--- src/rtl/halfword_pred_store.sv ---
module halfword_pred_store #(
  parameter int VLEN = 128
) (
  input  logic            clk,
  input  logic            rst_n,
  input  logic            start,
  input  logic [31:0]     instr,
  input  logic [VLEN-1:0] vec_data,
  input  logic [VLEN/8-1:0] pred,
  input  logic [63:0]     base,
  input  logic [63:0]     index,
  output logic            enc_match,
  output logic            undef,
  output logic            sp_base,
  output logic [1:0]      f_size,
  output logic [4:0]      f_rm,
  output logic [2:0]      f_pg,
  output logic [4:0]      f_rn,
  output logic [4:0]      f_zt,
  output logic            sp_align_req,
  output logic            busy,
  output logic            done,
  output logic            wr_valid,
  input  logic            wr_ready,
  output logic [63:0]     wr_addr,
  output logic [15:0]     wr_data,
  output logic [1:0]      wr_bytes
);
  localparam int PW   = VLEN / 8;
  localparam int NMAX = VLEN / 16;
  localparam int IW   = $clog2(NMAX) + 1;
  localparam int DW   = $clog2(VLEN);

  assign f_size = instr[22:21];
  assign f_rm   = instr[20:16];
  assign f_pg   = instr[12:10];
  assign f_rn   = instr[9:5];
  assign f_zt   = instr[4:0];

  assign enc_match = (instr[31:25] == 7'b1110010) && (instr[24:23] == 2'b01) &&
                     (instr[15:13] == 3'b010);
  assign undef   = enc_match && ((f_size == 2'b00) || (f_rm == 5'b11111));
  assign sp_base = enc_match && (f_rn == 5'b11111);

  logic accept;
  assign accept = start && !busy && enc_match && !undef;

  logic any_act;
  always_comb begin
    any_act = 1'b0;
    for (int i = 0; i < PW; i++)
      if (((i & ((1 << f_size) - 1)) == 0) && pred[i]) any_act = 1'b1;
  end
  assign sp_align_req = accept && sp_base && !any_act;

  logic [1:0]      sz_q;
  logic [VLEN-1:0] vec_q;
  logic [PW-1:0]   pred_q;
  logic [63:0]     addr_q;
  logic [IW-1:0]   idx_q;

  logic [IW-1:0] ppos, last_idx;
  logic [DW-1:0] dpos;
  logic          elem_act, step, last;

  assign ppos     = idx_q << sz_q;
  assign elem_act = pred_q[ppos];
  assign dpos     = DW'(idx_q) << ({1'b0, sz_q} + 3'd3);
  assign last_idx = IW'(NMAX >> (sz_q - 2'd1)) - IW'(1);
  assign last     = (idx_q == last_idx);
  assign step     = busy && (!elem_act || wr_ready);

  assign wr_valid = busy && elem_act;
  assign wr_addr  = addr_q;
  assign wr_data  = 16'(vec_q >> dpos);
  assign wr_bytes = 2'd2;

  always_ff @(posedge clk) begin
    if (!rst_n) begin
      busy   <= 1'b0;
      done   <= 1'b0;
      sz_q   <= 2'd1;
      vec_q  <= '0;
      pred_q <= '0;
      addr_q <= '0;
      idx_q  <= '0;
    end else begin
      done <= 1'b0;
      if (accept) begin
        busy   <= 1'b1;
        sz_q   <= f_size;
        vec_q  <= vec_data;
        pred_q <= pred;
        addr_q <= base + (index << 1);
        idx_q  <= '0;
      end else if (step) begin
        addr_q <= addr_q + 64'd2;
        if (last) begin
          busy <= 1'b0;
          done <= 1'b1;
        end else begin
          idx_q <= idx_q + IW'(1);
        end
      end
    end
  end

  AST_STALL_HOLD: assert property (@(posedge clk) disable iff (!rst_n)
    wr_valid && !wr_ready |=> wr_valid && $stable(wr_addr) && $stable(wr_data));
  AST_ADDR_STEP: assert property (@(posedge clk) disable iff (!rst_n)
    step && !last |=> wr_addr == $past(wr_addr) + 64'd2);
  AST_DONE_SINGLE: assert property (@(posedge clk) disable iff (!rst_n)
    done |=> !done);
  AST_DONE_IDLE: assert property (@(posedge clk) disable iff (!rst_n)
    done |-> !busy);
  AST_IDLE_SILENT: assert property (@(posedge clk) disable iff (!rst_n)
    !busy |-> !wr_valid);
  AST_UNDEF_NO_START: assert property (@(posedge clk) disable iff (!rst_n)
    start && !busy && undef |=> !busy);
  AST_BUSY_IGNORE: assert property (@(posedge clk) disable iff (!rst_n)
    busy && start |=> $stable(sz_q) && $stable(vec_q) && $stable(pred_q));
endmodule

--- config.mk ---
export PLATFORM = sky130hd
export DESIGN_NAME = halfword_pred_store
export DESIGN_NICKNAME = d
export VERILOG_FILES = /design/src/rtl/halfword_pred_store.sv
export SDC_FILE = /design/constraint.sdc
export NUM_CORES = 1
export LEC_CHECK = 0
export BUFFER_PORTS_ARGS = -buffer_cell sky130_fd_sc_hd__buf_2
export CAP_MARGIN = 0
export CORE_MARGIN = 8
export CORE_UTILIZATION = 40
export CTS_CLUSTER_DIAMETER = 60
export DETAILED_ROUTE_END_ITERATION = 10
export GPL_ROUTABILITY_DRIVEN = 0
export SYNTH_ARGS = -nofsm -noshare
export SYNTH_HDL_FRONTEND = slang
export SYNTH_SLANG_ARGS = --single-unit
--- constraint.sdc ---
create_clock -name clk -period 3.5 [get_ports clk]
set_input_delay 0.175 -clock clk [delete_from_list [all_inputs] [get_ports clk]]
set_output_delay 0.175 -clock clk [all_outputs]
set_load 0.02 [all_outputs]
==> results.yml, run 1 <==
run_status:
  outcome: "finished, violations left"
  violations: "negative setup slack"
floorplan:
  dieArea_um2: 53900
  io_pins: 417
  die_h_um: 232
  start_util_pct: 40.3
  core_um2: 46400
  fp-row-count: 79
  die_w_um: 232
synthesis:
  yosys-top-cells-area: "dfxtp_1 (23%), mux2i_1 (15%), nand2_1 (13%), a21oi_1 (8.4%), ha_1 (4.5%)"
  synth_top_area_share_pct: 23.1
  synth-edff-count: 0
  ys.flop_type: "dfxtp_1"
  async_reset_ff_share_pct: 0
  yosysUniqueCellTypes: 93
  syn-cell-area_um2: 18700
  synth_area_leader_cell: "dfxtp_1"
  synth_warnings: 0
  seq_area_frac_synth_pct: 23.1
  synth_nets: 2964
  syn_inst: 2588
  syn_avg_cell_area_um2: 7.23
  ys_ff_latch: 216
timing:
  setup_ws_ns: -0.370
  setup_viol: 16
  finalHoldViolCount: 0
  fin_skew_ns: 0.0108
  max_slew_margin_pct: 31.1
  tightestPinTransition_ns: 1.03
  clock.fmax_ghz: 0.258
  fin_crit_ns: 3.87
  fin_crit_sh_pct: 111
  rsz0062_at_grt: "yes"
  slew_violations: 0
critical_path:
  cp-start-kind: "flip-flop"
  timing.reg2reg.setup_slack_ns: 0.20
  cp_data_required_time_ns: 3.32
  cp-end-kind: "output pin"
  crit_fanout: 7
  crit_arrival_ns: 3.70
  path_class: "reg -> out"
final_layout:
  area_growth_syn_to_layout_pct: 41.0
  mostFrequentLayoutCells: "nand2_1 (624), buf_2 (381), a21oi_1 (282)"
  drive_gt1_share_pct: 27.9
  final_nets: 3476
  final_common_cell: "nand2_1"
  finish.utilization_pct: 56.9
  fin_area_um2: 26400
grt:
  overflow: 0
  antenna_found_initial: 19
  grt_max_degree: 86
  grt_first_pass_wirelength_um: 114000
  grt_pass1_vias: 21400
  grt_usage_pct: 25.4
placed_design:
  portBuffers: 397
  dpl.hpwl_um: 52700
  dpl-instance-area_um2: 21400
power:
  p_per_area_nw_per_um2: 254
  ir_drop_mv: 0.547
  p_leak_nw: 10.5
cts:
  cts_buffers: 28
  cts_tree: "yes"
  clock_latency_ns: 0.55
  path_clk_slew_ns: 0.06
  clock-sinks: 216
  clock_path_buffers: 3
  cts_htree_levels: 1
  cts-root-buf: "clkbuf_16"
routing:
  vias: 21200
  routedWlPerCell_um: 19.6
  drt_wl_total_um: 73300
  drt_iter0_drc: 1569
  dr.pass1.iters: 8
  via_per_inst: 5.66
  antenna_left: 0
  drc: 0
min_path:
  hp-class: "in -> reg"
flow_run:
  cap_viol_max_count: 0
-- power breakdown --
group          internal [mW]  switching [mW]
sequential              2.46        0.000290
clock                   1.88            1.20
combinational          0.556           0.604
-- routing by layer --
metal	track usage, %	share of wire (%)	routed length, µm
met5	0	0.11	80
met4	7.85	3.2	2370
met2	43.9	48	35300
met1	31.0	41	30000
met3	5.51	7.6	5550
-- cell type report --
type | instances | area, µm²
Antenna cell | 13 | 32.5
Multi-Input combinational cell | 2127 | 14600
Sequential cell | 216 | 4330
Inverter | 32 | 125
Clock buffer | 38 | 820
Tap cell | 607 | 759
Fill cell | 4255 | 20000
Timing Repair Buffer | 695 | 5510
Clock inverter | 14 | 185
-- registers in the layout, indices dropped and copies added (netlist names) --
signal	flops
done	1
busy	1
sz_q	2
pred_q	16
wr_addr	64
vec_q	128
idx_q	4
-- Yosys cell counts (32+ instances only) --
cell type / instances
dfxtp_1: 216
o21ai_0: 87
and3_1: 60
nand2_1: 630
xnor2_1: 60
inv_1: 32
a21oi_1: 315
buf_4: 41
ha_1: 67
nor2_1: 127
xor2_1: 56
nand3_1: 80
nand4_1: 39
clkbuf_1: 119
mux2i_1: 274
a211oi_1: 49
-- through the flow --
| step | hold WS (ns) | setup TNS (ns) | total power [mW] | worst slack, ns | instances |
|---|---|---|---|---|---|
| 2_1_floorplan | 0.313 | 0 | 3.16 | 0.0196 | 2588 |
| 3_3_place_gp | 0.350 | -0.0432 | 3.51 | -0.0432 | 3464 |
| 3_5_place_dp | 0.350 | 0 | 3.52 | 0.0162 | 3464 |
| 4_1_cts | 0.0135 | -2.02 | 6.74 | -0.156 | 3722 |
| 5_1_grt | 0.0571 | -5.31 | 6.96 | -0.435 | 3738 |
| 6_report | 0.0506 | -3.75 | 6.70 | -0.370 | 3742 |
-- final timing paths --
check,from,endpoint,cells past startpoint
worst max-delay path,sz_q[1],wr_data[10],16
worst min-delay path,rst_n,wr_addr[34],3
worst max register to register,sz_q[0],wr_addr[36],15
worst min register to register,pred_q[12],pred_q[12],2
-- critical path, cell delays in order, from the launching register on --
cell and delay [ns]:
dfxtp_2 0.35, inv_4 0.05, ha_4 0.28, nand2_4 0.06, nor2b_4 0.12, buf_12 0.15, buf_12 0.16, buf_12 0.17
mux2i_4 0.32, mux2i_2 0.15, buf_4 0.16, mux2i_1 0.31, nand2_1 0.12, and3_1 0.18, a211oi_2 0.26, o31ai_4 0.10
buf_4 0.16
-- logic make-up (layout without fill, tap and decap cells) --
family / after synthesis / in the layout / share of synthesized area, %
compound gates: 619 / 619 / 19.9
xor+xnor: 116 / 116 / 5.43
fa+ha+maj: 68 / 68 / 4.59
buf+inv: 245 / 779 / 6.22
flops: 216 / 216 / 23.1
mux: 291 / 291 / 16.5
other cells: 2 / 15 / 0.0402
simple gates: 1031 / 1031 / 24.2
-- repair_timing --
| item | in CTS | in global routing |
|---|---|---|
| pin swaps | 44 | 33 |
| setup endpoints to repair | 16 | 32 |
| buffers inserted | 44 | 7 |
| hold buffers | 147 | 0 |
| hold endpoints to repair | 147 | 0 |
| resized for setup | 234 | 124 |
| gates cloned | 15 | 2 |
Note: power is estimated with default switching activity, not from simulation.
==> run 2, diff against run 1 <==
Clock period 3.5 ns to 4.1 ns, I/O delays scaled along.
==> run 2 against run 1 <==
- the run now ends clean
- sequential share of layout area increased by 1.5 points
- die area stayed put
- clock skew is 0.0020 ns higher
- routed wire length shrank 5.2%
- via count down 2.9%
- register-to-register slack better by 0.34 ns
- sequential cell count unchanged
- critical endpoint is now wr_data[14]
- highest routed layer unchanged
==> results.yml, run 2 (synthesis gave the netlist of run 1 again) <==
run_status:
  outcome: "finished, final reports clean"
routing:
  drt_wl_total_um: 69500
  drc: 0
  drt_iter0_drc: 1613
  dr.pass1.iters: 5
  via_per_inst: 5.60
  antenna_left: 0
  vias: 20500
  routedWlPerCell_um: 19.0
power:
  ir_drop_mv: 0.327
  p_total_mw: 5.53
  p_leak_nw: 9.75
  p_per_area_nw_per_um2: 229
cts:
  clock_latency_ns: 0.56
  clock_path_buffers: 3
  cts_htree_levels: 1
  cts-root-buf: "clkbuf_16"
  cts_buffers: 29
  path_clk_slew_ns: 0.06
  clock-sinks: 216
  cts_tree: "yes"
placed_design:
  portBuffers: 397
  dpl-instance-area_um2: 21000
  dp_cells: 3436
  dpl.hpwl_um: 52400
critical_path:
  timing.reg2reg.setup_slack_ns: 0.54
  r2r_start: "sz_q[0]"
  rr_endpoint: "wr_addr[63]"
  rr_worst_depth: 13
  cp-start-kind: "flip-flop"
  crit_fanout: 15
  crit_arrival_ns: 3.79
  startpoint: "sz_q[0]"
  cp-end-kind: "output pin"
  cp_data_required_time_ns: 3.89
  path_class: "reg -> out"
grt:
  overflow: 0
  grt_pass1_vias: 20300
  antenna_found_initial: 15
  grt_first_pass_wirelength_um: 108000
  grt_max_degree: 100
  grt_usage_pct: 24.2
final_layout:
  largest_reg_flops: 128
  multi_input_area_um2: 13600
  fin_area_um2: 24100
  fillers: 4554
  register_area_um2: 4330
  area_growth_syn_to_layout_pct: 28.8
  largest_register: "vec_q"
  mostFrequentLayoutCells: "nand2_1 (628), buf_2 (393), a21oi_1 (299)"
  final_common_cell: "nand2_1"
  drive_gt1_share_pct: 21.0
  instances_no_fill: 3668
  final_nets: 3404
timing:
  setup_viol: 0
  max_slew_margin_pct: 21.0
  slew_violations: 0
  fin_crit_sh_pct: 97.6
  fin_hold_ws_ns: 0.0669
  setup_tns_ns: 0
  fin_crit_ns: 4.00
  tightestPinTransition_ns: 1.19
  finalHoldViolCount: 0
  clock.fmax_ghz: 0.250
  fin_skew_ns: 0.0128
floorplan:
  core_um2: 46400
  start_util_pct: 40.3
  die_w_um: 232
  dieArea_um2: 53900
  io_pins: 417
  fp-row-count: 79
  die_h_um: 232
min_path:
  hold_depth: 3
  worstHoldStart: "rst_n"
  hold_end: "wr_addr[34]"
  hp-class: "in -> reg"
flow_run:
  cap_viol_max_count: 0
run 2: cell types whose count changed in the layout (fill, tap and decap cells not counted), moves of 11 or more:
cell      previous run  this run
buf_12              27         8
mux2i_2             63        19
a211oi_1            26        40
mux2i_1            170       253
a21oi_1            282       299
buf_6               22        11
mux2i_4             42         3
buf_2              381       393
a21oi_2             27        16
a211oi_2            22        10
buf_4               93        54
run 2: metrics by stage:
stage               setup slack, ns  util [%]
floorplan                     0.490         -
global placement              0.493      45.3
detailed placement            0.462      45.3
CTS                         0.00359      50.8
global route                -0.0205      51.9
finish                        0.100      51.9
run 2: layer usage:
layer | routed length [µm] | track usage (%)
met5 | 64 | 0
met4 | 1830 | 6.57
met3 | 5060 | 5.07
met2 | 33300 | 41.3
met1 | 29300 | 30.4
run 2: area by class of cell:
type                    instances  share of cell area [%]
diodes                         11                   0.114
clock buffers                  42                    3.42
clock inverters                11                   0.499
inverters                      32                   0.509
multi-input cells            2128                    56.3
flip-flops and latches        216                    18.0
well taps                     607                    3.15
repair buffers                621                    18.0
run 2: worst max path at each step:
stage / end / slack, ns
after CTS: wr_data[8] / 0.004
after floorplan: wr_data[13] / 0.49
final: wr_data[14] / 0.10
after global placement: wr_addr[62] / 0.49
after detailed placement: wr_addr[63] / 0.46
after global routing: wr_data[11] / -0.02
run 2: what timing repair did:
action | CTS | global route
endpoints found under the hold margin | 147 | 0
buffers inserted | 3 | 10
gates resized for setup | 13 | 86
setup endpoints to repair | 10 | 16
hold buffers | 147 | 0
cloned | 3 | 5
pin swaps | 1 | 7
run 2: critical path, stage by stage, from the launching register on:
cell and delay [ns]:
dfxtp_2 0.35, inv_1 0.09, ha_2 0.35, nand2_2 0.09, nor2b_4 0.13, buf_6 0.21
buf_16 0.20, mux2i_1 0.12, mux4_2 0.52, a21oi_1 0.34, nand2_1 0.09, a21oi_1 0.20
a21oi_1 0.08, o21ai_2 0.22, buf_2 0.22
run 2: power breakdown:
group | switching, mW | leakage (nW) | internal, mW
clock network | 0.989 | 0.448 | 1.47
logic | 0.511 | 7.56 | 0.455
registers | 0.000216 | 1.74 | 2.10
